**config.mk**
```make
export PLATFORM = sky130hd
export DESIGN_NAME = led_strand_encoder
export DESIGN_NICKNAME = d
export VERILOG_FILES = /design/src/rtl/led_enc_pkg.sv /design/src/rtl/led_slot_timer.sv /design/src/rtl/led_frame_seq.sv /design/src/rtl/led_bitplane.sv /design/src/rtl/led_strand_encoder.sv
export SDC_FILE = /design/constraint.sdc
export NUM_CORES = 1
export LEC_CHECK = 0
export CAP_MARGIN = 20
export CORE_MARGIN = 1
export CORE_UTILIZATION = 39
export CTS_CLUSTER_SIZE = 40
export DETAILED_ROUTE_END_ITERATION = 8
export GPL_ROUTABILITY_DRIVEN = 0
export GPL_TIMING_DRIVEN = 0
export PLACE_DENSITY = 0.67
export SLEW_MARGIN = 20
export SYNTH_ARGS = -nofsm -noshare
export SYNTH_HDL_FRONTEND = slang
export SYNTH_SLANG_ARGS = --single-unit
```
**constraint.sdc**
```tcl
create_clock -name clk -period 3.55 [get_ports clk]
set_input_delay 0.71 -clock clk [delete_from_list [all_inputs] [get_ports clk]]
set_output_delay 0.71 -clock clk [all_outputs]
set_load 0.01 [all_outputs]
```
**src/rtl/led_enc_pkg.sv**
```systemverilog
// Shared types and constants for the parallel LED bit-plane encoder.
package led_enc_pkg;
    localparam int BITS_PER_LED  = 24;
    localparam int SLOTS_PER_BIT = 3;
    localparam int PAD_SLOTS     = 4;

    typedef enum logic [1:0] {
        PH_IDLE = 2'd0,
        PH_PRE  = 2'd1,
        PH_DATA = 2'd2,
        PH_POST = 2'd3
    } phase_t;

    // Reorders an RGB word into the green-red-blue wire order.
    function automatic logic [23:0] rgb_to_grb(input logic [23:0] rgb);
        return {rgb[15:8], rgb[23:16], rgb[7:0]};
    endfunction
endpackage

```
**src/rtl/led_slot_timer.sv**
```systemverilog
// Slot prescaler: while run is high, raises tick in the last cycle of
// every TPS-cycle slot. restart realigns the count to a fresh slot.
// Assumes TPS >= 2.
module led_slot_timer #(
    parameter int TPS = 100
) (
    input  logic clk,
    input  logic rst_n,
    input  logic run,
    input  logic restart,
    output logic tick
);
    localparam int CW = $clog2(TPS);
    localparam logic [CW-1:0] LAST = CW'(TPS - 1);

    logic [CW-1:0] cnt_q;

    // Count cycles within the current slot, wrapping at TPS.
    always_ff @(posedge clk) begin
        if (!rst_n || restart) begin
            cnt_q <= '0;
        end else if (run) begin
            cnt_q <= (cnt_q == LAST) ? '0 : cnt_q + 1'b1;
        end
    end

    assign tick = run && (cnt_q == LAST);
endmodule

```
**src/rtl/led_frame_seq.sv**
```systemverilog
// Frame sequencer: walks preamble, per-LED bit/slot positions and
// postamble on each slot tick; issues fetch and load strobes so that the
// next colour is ready before the final bit of a position ends.
module led_frame_seq
    import led_enc_pkg::*;
#(
    parameter int MAX_LEDS = 50,
    parameter int LW       = $clog2(MAX_LEDS + 1)
) (
    input  logic          clk,
    input  logic          rst_n,
    input  logic          start,
    input  logic [LW-1:0] led_count,
    input  logic          tick,
    output phase_t        phase,
    output logic [1:0]    sub,
    output logic [4:0]    bit_idx,
    output logic          accept,
    output logic          load_cur,
    output logic          busy,
    output logic          done,
    output logic          slot_vld,
    output logic          col_req
);
    localparam logic [4:0]    LAST_BIT = 5'(BITS_PER_LED - 1);
    localparam logic [4:0]    PEN_BIT  = 5'(BITS_PER_LED - 2);
    localparam logic [1:0]    LAST_PAD = 2'(PAD_SLOTS - 1);
    localparam logic [1:0]    PEN_PAD  = 2'(PAD_SLOTS - 2);
    localparam logic [1:0]    LAST_SUB = 2'(SLOTS_PER_BIT - 1);
    localparam logic [LW-1:0] MAX_CNT  = LW'(MAX_LEDS);

    phase_t        phase_q;
    logic [1:0]    pad_q, sub_q;
    logic [4:0]    bit_q;
    logic [LW-1:0] led_q, leds_q;
    logic          busy_q, done_q, vld_q, req_q;
    logic          more;
    logic [LW-1:0] clamped;

    // Another LED position follows the current one.
    assign more    = (led_q + LW'(1)) < leds_q;
    // Requested count limited to the supported maximum.
    assign clamped = (led_count > MAX_CNT) ? MAX_CNT : led_count;
    assign accept  = (phase_q == PH_IDLE) && start;

    // Position bookkeeping, advanced once per slot tick.
    always_ff @(posedge clk) begin
        if (!rst_n) begin
            phase_q <= PH_IDLE;
            pad_q   <= '0;
            sub_q   <= '0;
            bit_q   <= '0;
            led_q   <= '0;
            leds_q  <= '0;
            busy_q  <= 1'b0;
            done_q  <= 1'b0;
            vld_q   <= 1'b0;
            req_q   <= 1'b0;
        end else begin
            done_q <= 1'b0;
            vld_q  <= 1'b0;
            req_q  <= 1'b0;
            case (phase_q)
                PH_IDLE: begin
                    if (start) begin
                        phase_q <= PH_PRE;
                        pad_q   <= '0;
                        leds_q  <= clamped;
                        led_q   <= '0;
                        busy_q  <= 1'b1;
                        vld_q   <= 1'b1;
                    end
                end
                PH_PRE: begin
                    if (tick) begin
                        vld_q <= 1'b1;
                        if (pad_q == LAST_PAD) begin
                            if (leds_q == '0) begin
                                phase_q <= PH_POST;
                                pad_q   <= '0;
                            end else begin
                                phase_q <= PH_DATA;
                                sub_q   <= '0;
                                bit_q   <= '0;
                            end
                        end else begin
                            pad_q <= pad_q + 1'b1;
                            if (pad_q == PEN_PAD && leds_q != '0) req_q <= 1'b1;
                        end
                    end
                end
                PH_DATA: begin
                    if (tick) begin
                        vld_q <= 1'b1;
                        if (sub_q != LAST_SUB) begin
                            sub_q <= sub_q + 1'b1;
                        end else begin
                            sub_q <= '0;
                            if (bit_q != LAST_BIT) begin
                                bit_q <= bit_q + 1'b1;
                                if (bit_q == PEN_BIT && more) req_q <= 1'b1;
                            end else if (more) begin
                                led_q <= led_q + LW'(1);
                                bit_q <= '0;
                            end else begin
                                phase_q <= PH_POST;
                                pad_q   <= '0;
                            end
                        end
                    end
                end
                default: begin
                    if (tick) begin
                        if (pad_q == LAST_PAD) begin
                            phase_q <= PH_IDLE;
                            busy_q  <= 1'b0;
                            done_q  <= 1'b1;
                        end else begin
                            vld_q <= 1'b1;
                            pad_q <= pad_q + 1'b1;
                        end
                    end
                end
            endcase
        end
    end

    // Current colour is replaced on the edge that enters bit 0 of a position.
    assign load_cur = tick && (
        (phase_q == PH_PRE  && pad_q == LAST_PAD && leds_q != '0) ||
        (phase_q == PH_DATA && sub_q == LAST_SUB && bit_q == LAST_BIT && more));

    assign phase    = phase_q;
    assign sub      = sub_q;
    assign bit_idx  = bit_q;
    assign busy     = busy_q;
    assign done     = done_q;
    assign slot_vld = vld_q;
    assign col_req  = req_q;
endmodule

```
**src/rtl/led_bitplane.sv**
```systemverilog
// Per-channel colour store and bit-plane output. Each channel holds a
// prefetched word and a word being sent; the output level is decoded from
// the sequencer position. Assumes col_req and load_cur never coincide.
module led_bitplane
    import led_enc_pkg::*;
#(
    parameter int NUM_CH = 8
) (
    input  logic                             clk,
    input  logic                             rst_n,
    input  logic                             col_req,
    input  logic [NUM_CH*BITS_PER_LED-1:0]   col_data,
    input  logic                             load_cur,
    input  phase_t                           phase,
    input  logic [1:0]                       sub,
    input  logic [4:0]                       bit_idx,
    output logic [NUM_CH-1:0]                line_out
);
    localparam logic [4:0] TOP_BIT = 5'(BITS_PER_LED - 1);

    logic [NUM_CH-1:0] plane;
    logic [4:0]        sel;

    assign sel = TOP_BIT - bit_idx;

    for (genvar c = 0; c < NUM_CH; c++) begin : g_ch
        logic [BITS_PER_LED-1:0] nxt_q, cur_q;

        // Capture the prefetched word, then promote it at a position boundary.
        always_ff @(posedge clk) begin
            if (!rst_n) begin
                nxt_q <= '0;
                cur_q <= '0;
            end else begin
                if (col_req)  nxt_q <= rgb_to_grb(col_data[c*BITS_PER_LED +: BITS_PER_LED]);
                if (load_cur) cur_q <= nxt_q;
            end
        end

        assign plane[c] = cur_q[sel];
    end

    // Line level for the current slot: high, data, low, or padding.
    always_comb begin
        line_out = '0;
        if (phase == PH_DATA) begin
            case (sub)
                2'd0:    line_out = '1;
                2'd1:    line_out = plane;
                default: line_out = '0;
            endcase
        end
    end
endmodule

```
**src/rtl/led_strand_encoder.sv**
```systemverilog
// Top of the parallel LED bit-plane encoder. Joins the slot prescaler,
// the frame sequencer and the per-channel bit-plane store.
// Assumes CLK_HZ*SLOT_NS gives at least two cycles per slot.
module led_strand_encoder
    import led_enc_pkg::*;
#(
    parameter int NUM_CH   = 8,
    parameter int MAX_LEDS = 50,
    parameter int CLK_HZ   = 250_000_000,
    parameter int SLOT_NS  = 400,
    parameter int LW       = $clog2(MAX_LEDS + 1)
) (
    input  logic                           clk,
    input  logic                           rst_n,
    input  logic                           start,
    input  logic [LW-1:0]                  led_count,
    input  logic [NUM_CH*BITS_PER_LED-1:0] col_data,
    output logic                           col_req,
    output logic                           busy,
    output logic                           done,
    output logic                           slot_vld,
    output logic [NUM_CH-1:0]              line_out
);
    localparam int TPS = int'((64'(CLK_HZ) * 64'(SLOT_NS)) / 64'd1_000_000_000);

    logic       tick, accept, load_cur;
    phase_t     phase;
    logic [1:0] sub;
    logic [4:0] bit_idx;

    led_slot_timer #(.TPS(TPS)) u_timer (
        .clk     (clk),
        .rst_n   (rst_n),
        .run     (busy),
        .restart (accept),
        .tick    (tick)
    );

    led_frame_seq #(.MAX_LEDS(MAX_LEDS), .LW(LW)) u_seq (
        .clk       (clk),
        .rst_n     (rst_n),
        .start     (start),
        .led_count (led_count),
        .tick      (tick),
        .phase     (phase),
        .sub       (sub),
        .bit_idx   (bit_idx),
        .accept    (accept),
        .load_cur  (load_cur),
        .busy      (busy),
        .done      (done),
        .slot_vld  (slot_vld),
        .col_req   (col_req)
    );

    led_bitplane #(.NUM_CH(NUM_CH)) u_plane (
        .clk      (clk),
        .rst_n    (rst_n),
        .col_req  (col_req),
        .col_data (col_data),
        .load_cur (load_cur),
        .phase    (phase),
        .sub      (sub),
        .bit_idx  (bit_idx),
        .line_out (line_out)
    );
endmodule

```
==> metrics.md, run 1 <==
| Metric | Value |
|---|---|
| R2r startpoint | `u_seq.led_q[0]` |
| Yosys cell types | `60` |
| Crit path launch | `u_seq.bit_idx[0]` |
| Final Cycle Share | `98.2%` |
| Die area | `0.0466 mm²` |
| DP Cell Count | `2635` |
| Max cap viols | `0` |
| Net count after synthesis | `2048` |
| Fin cells | `2722` |
| Endpoints failing hold | `0` |
| Share of the synthesized area in the top cell type | `46.9%` |
| Syn Std Cell Area | `0.0178 mm²` |
| Diodes inserted | `0` |
| Worst IR drop on VDD | `0.301 mV` |
| Post-DP HPWL | `37.6 mm` |
| Core ar. | `0.0447 mm²` |
| First-iteration detailed-routing DRC count | `898` |
| Initial antenna violation count | `0` |
| Largest net degree at the start of global routing | `14` |
| PortBufs | `211` |
| Via-to-Cell Ratio | `5.11` |
| H-tree depth | `2` |
| Leak Pwr | `7.37 nW` |
| Finished Cell Area | `0.0225 mm²` |
| Ys Warns | `0` |
| Fmax | `287 MHz` |
| Final Skew | `0.0164 ns` |
| Max_slew headroom | `29.5%` |
| #FFs+latches synth | `418` |
| Total global-route track usage | `22.0%` |
| Die W | `216 µm` |
| Antenna Nets Post-Route | `0` |
| Synth top cells by count | `dfxtp_1, nand2_1, mux2i_1` |
| Setup TNS Final | `0 ns` |
| R2r setup slk | `0.45 ns` |
| Pwr dens | `459 mW/mm²` |
| Filler instances | `4121` |
| Reg clk slew, reported paths | `0.06 ns` |
| Post-synth EDFFs | `0` |
| Share of layout cells above drive strength 1 | `9.53%` |
| Critical R2R Capture | `u_seq.bit_idx[4]` |
| Post-synth top flop | `dfxtp_1` |
| Wirelength per Cell | `19.0 µm` |
| CTS Buf Count | `44` |
| Net count, final | `2316` |
| Die extent in y | `216 µm` |
| Required @ worst endpoint | `2.84 ns` |
| P&R area growth vs syn | `25.9%` |
| Worst r2r path cells | `9` |
| Unrepaired setup endpoints after global routing | `yes` |
| Register area share after synthesis | `46.9%` |
| Critical Path Start Type | `flop` |
| Drt pass-1 iters | `7` |
| Dpl cell area | `0.0207 mm²` |
| Hold Path Class | `reg -> reg` |
| Max FO, Critical Path | `6` |
| CTS tree | `built` |
| CTS Root Cell | `clkbuf_16` |
| Pre-CTS WS | `-0.763 ns` |
| Worst-skew pair later-pin latency | `0.55 ns` |
| Most common cell in the netlist | `dfxtp_1` |
| Routed WL | `51.7 mm` |
| Core Util, Final | `50.3%` |
| Final Max Tran Viols | `0` |
| Endpoints failing setup | `0` |
| DRC | `0` |
| Total Power | `10.3 mW` |
| Hold slack | `0.452 ns` |
| Synth Instances | `1831` |
| Vias in the first global route | `14028` |
| Clock sink total | `418` |
| Status | `complete, no violations` |
| Std cell rows | `77` |
| WP data arrival | `2.78 ns` |
| Top cells by area, synth | `dfxtp_1, mux2i_1, nand2_1, mux4_2, nor2_1` |
| Grt total ovfl | `0` |
| Worst Setup End Kind | `output port` |
| Clk buf depth | `3` |
| Worst Setup EP | `line_out[5]` |
| Starting Density | `39.9%` |
| Avg Synthesized Cell Area | `9.74 µm²` |
| Ys async rst share | `0%` |
| First-pass GRT wire length | `79.3 mm` |
| DR vias | `13922` |
| Largest area contributor in the netlist | `dfxtp_1` |
| Kind of critical path | `reg -> out` |
| Worst Tran Pin Value | `1.06 ns` |
| Minimum clock period | `3.49 ns` |
| # IOs | `213` |
| Fin worst setup slack | `0.0645 ns` |
layer usage:
layer	vias up	track usage [%]	wire length [µm]	share of wire, %
met4	0	5.77	1270	2.4
met5	-	0	0	0
li1	6785	-	-	-
met3	83	3.93	3110	6.0
met2	440	36.5	23800	46
met1	6614	29.2	23500	45
worst max-delay path, stage by stage, from the launching register on:
cell	delay, ns
dfxtp_1	0.36
buf_8	0.16
buf_12	0.15
buf_4	0.19
mux4_2	0.51
mux2_2	0.28
o22ai_1	0.14
or4_1	0.15
a21oi_1	0.06
buf_2	0.20
worst min path at each step:
stage                                    from                        end  slack, ns  cells after the start
finish               u_plane.g_ch[2].cur_q[7]   u_plane.g_ch[2].cur_q[7]       0.45                      2
CTS                  u_plane.g_ch[6].cur_q[9]   u_plane.g_ch[6].cur_q[9]       0.45                      2
detailed placement   u_plane.g_ch[6].cur_q[9]   u_plane.g_ch[6].cur_q[9]       0.45                      2
global placement    u_plane.g_ch[3].cur_q[18]  u_plane.g_ch[3].cur_q[18]       0.44                      2
floorplan            u_plane.g_ch[0].cur_q[2]   u_plane.g_ch[0].cur_q[2]       0.43                      2
global route         u_plane.g_ch[3].cur_q[2]   u_plane.g_ch[3].cur_q[2]       0.47                      2
final cells by class:
type	instances	area, µm²	area share (%)
clock buffer	64	1310	5.82
clock inverter	13	171	0.763
multi-input combinational	1265	8780	39.1
buffer	131	867	3.86
timing repair buffer	223	2160	9.62
tap	592	741	3.30
sequential	418	8370	37.3
inverter	16	66.3	0.295
registers in the layout (all words and copies together) (netlist names):
| register | count |
|---|---|
| u_plane.g_ch.cur_q | 192 |
| u_plane.g_ch.nxt_q | 192 |
| u_seq.bit_idx | 5 |
| u_seq.busy | 1 |
| u_seq.col_req | 1 |
| u_seq.done | 1 |
| u_seq.led_q | 6 |
| u_seq.leds_q | 6 |
| u_seq.pad_q | 2 |
| u_seq.phase | 2 |
| u_seq.slot_vld | 1 |
| u_seq.sub | 2 |
| u_timer.cnt_q | 7 |
where the power goes:
| part | total, mW | internal, mW | switching [mW] |
|---|---|---|---|
| combinational | 0.821 | 0.363 | 0.457 |
| sequential | 4.75 | 4.72 | 0.0267 |
| clock | 4.74 | 2.84 | 1.90 |
| total | 10.3 | 7.92 | 2.38 |
layout by cell type, fill, tap and decap left out, types with 10 or more instances in the layout:
cell type,Yosys,layout
dfxtp_1,418,417
nand2_1,415,411
mux2i_1,390,390
nor2_1,223,223
clkdlybuf4s50_1,0,203
clkbuf_1,75,78
clkbuf_16,0,46
mux4_2,40,40
buf_1,24,23
a21oi_1,23,22
ha_1,16,15
buf_6,11,14
nand3_1,14,13
o22ai_1,13,13
clkbuf_8,0,13
inv_1,13,12
mux2_2,12,12
buf_4,2,12
buf_8,9,11
or4_1,11,11
nor2b_1,10,10
cell families (layout without fill, tap and decap cells):
| family | Yosys count | in the layout | synth area share (%) |
|---|---|---|---|
| compound gates | 91 | 91 | 3.54 |
| xor+xnor | 7 | 7 | 0.344 |
| fa+ha+maj | 16 | 16 | 1.12 |
| buf+inv | 148 | 447 | 4.35 |
| flops | 418 | 418 | 46.9 |
| mux | 442 | 442 | 27.7 |
| simple gates | 709 | 709 | 16.0 |
timing repair:
item / in CTS / in global routing
pin swaps: 2 / 0
hold buffers: 0 / 0
gates resized for setup: 77 / 15
setup buffers: 6 / 5
endpoints found under the setup margin: 8 / 8
No activity file was read; power rests on OpenSTA's default activity.
==> inputs of run 2 (changes only) <==
--- a/config.mk
+++ b/config.mk
@@ -10,7 +10,6 @@
 export CORE_UTILIZATION = 39
 export CTS_CLUSTER_SIZE = 40
 export DETAILED_ROUTE_END_ITERATION = 8
-export GPL_ROUTABILITY_DRIVEN = 0
 export GPL_TIMING_DRIVEN = 0
 export PLACE_DENSITY = 0.67
 export SLEW_MARGIN = 20
==> metrics.md, run 2 (synthesis gave the netlist of run 1 again) <==
| Metric | Value |
|---|---|
| Starting Density | `39.9% (unchanged)` |
| Critical R2R Capture | `u_plane.g_ch[5].cur_q[12] (was u_seq.bit_idx[4])` |
| Via-to-Cell Ratio | `5.15 (was 5.11)` |
| Post-DP HPWL | `37.6 mm (about the same)` |
| Total global-route track usage | `22.0% (about the same)` |
| Initial antenna violation count | `0 (unchanged)` |
| Max FO, Critical Path | `10 (was 6)` |
| PortBufs | `211 (unchanged)` |
| CTS Buf Count | `44 (unchanged)` |
| # IOs | `213 (unchanged)` |
| Status | `complete, no violations (unchanged)` |
| Worst Tran Pin Value | `1.11 ns (was 1.06 ns)` |
| Drt pass-1 iters | `6 (was 7)` |
| DR vias | `13997 (was 13922)` |
| Final Cycle Share | `99.1% (was 98.2%)` |
| Vias in the first global route | `13838 (was 14028)` |
| Commonest non-fill, non-tap cell in the layout | `dfxtp_1 (unchanged)` |
| Core ar. | `0.0447 mm² (unchanged)` |
| Worst-skew pair later-pin latency | `0.57 ns (was 0.55 ns)` |
| Share of layout cells above drive strength 1 | `9.40% (was 9.53%)` |
| Commonest non-fill, non-tap cells in the layout | `dfxtp_1, nand2_1, mux2i_1 (unchanged)` |
| Clk buf depth | `3 (unchanged)` |
| Routed WL | `52.0 mm (was 51.7 mm)` |
| WP data arrival | `2.81 ns (was 2.78 ns)` |
| Net count, final | `2310 (was 2316)` |
| Largest net degree at the start of global routing | `14 (unchanged)` |
| Fmax | `284 MHz (was 287 MHz)` |
| Final Max Tran Viols | `0 (unchanged)` |
| Die extent in y | `216 µm (unchanged)` |
| DRC | `0 (unchanged)` |
| Final Skew | `0.0189 ns (was 0.0164 ns)` |
| Minimum clock period | `3.52 ns (was 3.49 ns)` |
| Worst IR drop on VDD | `0.297 mV (was 0.301 mV)` |
| R2r setup slk | `0.43 ns (was 0.45 ns)` |
| Max_slew headroom | `25.9% (was 29.5%)` |
| Endpoints failing hold | `0 (unchanged)` |
| Largest registers | `u_plane.g_ch.cur_q (192), u_plane.g_ch.nxt_q (192), u_timer.cnt_q (7) (unchanged)` |
| Worst r2r path cells | `12 (was 9)` |
| Filler instances | `4162 (was 4121)` |
| Required @ worst endpoint | `2.84 ns (about the same)` |
| Max cap viols | `0 (unchanged)` |
| P&R area growth vs syn | `25.9% (about the same)` |
| H-tree depth | `2 (unchanged)` |
| Unrepaired setup endpoints after global routing | `no (was yes)` |
| Hold endpoint | `u_plane.g_ch[7].cur_q[22] (was u_plane.g_ch[2].cur_q[7])` |
| Total Power | `10.3 mW (about the same)` |
| Std cell rows | `77 (unchanged)` |
| Gpl congestion | `0.865` |
| Register area | `0.00837 mm² (about the same)` |
| Hold Path Class | `reg -> reg (unchanged)` |
| Grt total ovfl | `0 (unchanged)` |
| R2r startpoint | `u_seq.led_q[0] (unchanged)` |
| CTS tree | `built (unchanged)` |
| Worst Setup End Kind | `output port (unchanged)` |
| Kind of critical path | `reg -> out (unchanged)` |
| Pwr dens | `459 mW/mm² (about the same)` |
| Reg clk slew, reported paths | `0.06 ns (about the same)` |
| Endpoints failing setup | `0 (unchanged)` |
| Clock sink total | `418 (unchanged)` |
| Hold path cells | `2 (unchanged)` |
| First-iteration detailed-routing DRC count | `993 (was 898)` |
| CTS Root Cell | `clkbuf_16 (unchanged)` |
| Antenna Nets Post-Route | `0 (unchanged)` |
| Die area | `0.0466 mm² (unchanged)` |
| Setup TNS Final | `0 ns (unchanged)` |
| Wirelength per Cell | `19.1 µm (was 19.0 µm)` |
| First-pass GRT wire length | `79.2 mm (was 79.3 mm)` |
| Footprint of the multi-input gates | `0.00879 mm² (was 0.00878 mm²)` |
| CTS Hold Bufs | `0 (unchanged)` |
| Critical Path Start Type | `flop (unchanged)` |
| Die W | `216 µm (unchanged)` |
| Startpoint of the worst hold path | `u_plane.g_ch[7].cur_q[22] (was u_plane.g_ch[2].cur_q[7])` |
| Diodes inserted | `0 (unchanged)` |
| Leak Pwr | `7.36 nW (was 7.37 nW)` |
## run 2: cell count changes in the layout (fill, tap and decap cells not counted), moves of 2 or more
cell and change:
buf_4 -7, clkbuf_8 +3, clkinvlp_4 -2, dfxtp_1 -2
dfxtp_2 +2
## run 2: critical path, cell delays in order (launching register included)
cell and delay [ns]:
dfxtp_2 0.33, buf_8 0.14, buf_12 0.15, buf_16 0.16, buf_16 0.17, nand2_4 0.12
o22ai_1 0.12, or4_4 0.54, a21oi_4 0.21, clkdlybuf4s15_2 0.27
## run 2: cell type report
class                      count  share of cell area (%)
inverter                      16                   0.279
clock inverter                12                   0.635
timing repair buffer         217                    9.51
sequential                   418                    37.3
buffer                       131                    3.83
clock buffer                  68                    6.02
multi-input combinational   1265                    39.2
tap                          592                    3.30
## run 2: report_power, final
part | internal (mW) | switching (mW) | leakage, nW
Clock | 2.84 | 1.90 | 0.745
Sequential | 4.72 | 0.0261 | 3.37
Combinational | 0.369 | 0.460 | 3.25
Total | 7.92 | 2.39 | 7.36
## run 2: timing repair
action / CTS / global route
gates cloned: 0 / 0
setup endpoints to repair: 8 / 8
gates resized for setup: 78 / 11
pin swaps: 2 / 1
setup buffers: 3 / 2
## run 2: how the worst max path moves through the flow
| stage | start | to | cells past startpoint | slack, ns |
|---|---|---|---|---|
| after floorplan | u_seq.bit_idx[0] | line_out[3] | 7 | 0.68 |
| after global placement | u_seq.bit_idx[3] | line_out[1] | 6 | -1.40 |
| after detailed placement | u_seq.bit_idx[1] | line_out[6] | 7 | -0.80 |
| after CTS | u_seq.bit_idx[1] | line_out[7] | 6 | 0.006 |
| after global routing | u_seq.bit_idx[0] | line_out[2] | 8 | 0.01 |
| final | u_seq.bit_idx[0] | line_out[1] | 9 | 0.03 |
## run 2: stage by stage
step           instance area, µm²  instances  setup slack, ns  utilization [%]  hold slack (ns)
2_1_floorplan               17800       1831            0.679                -            0.430
3_3_place_gp                20700       2634            -1.40             46.3            0.440
3_5_place_dp                20700       2635           -0.796             46.3            0.446
4_1_cts                     22400       2717          0.00591             50.2            0.455
5_1_grt                     22500       2719           0.0131             50.2            0.465
6_report                    22500       2719           0.0328             50.2            0.453
## run 2: per-layer routing
layer / GRT usage (%) / wire length, µm / vias up / share of wire, %
met3: 3.54 / 3520 / 76 / 6.8
li1: - / - / 6766 / -
met2: 36.2 / 24200 / 447 / 47
met5: 0 / 0 / - / 0
met1: 29.9 / 23100 / 6708 / 44
met4: 5.79 / 1160 / 0 / 2.2
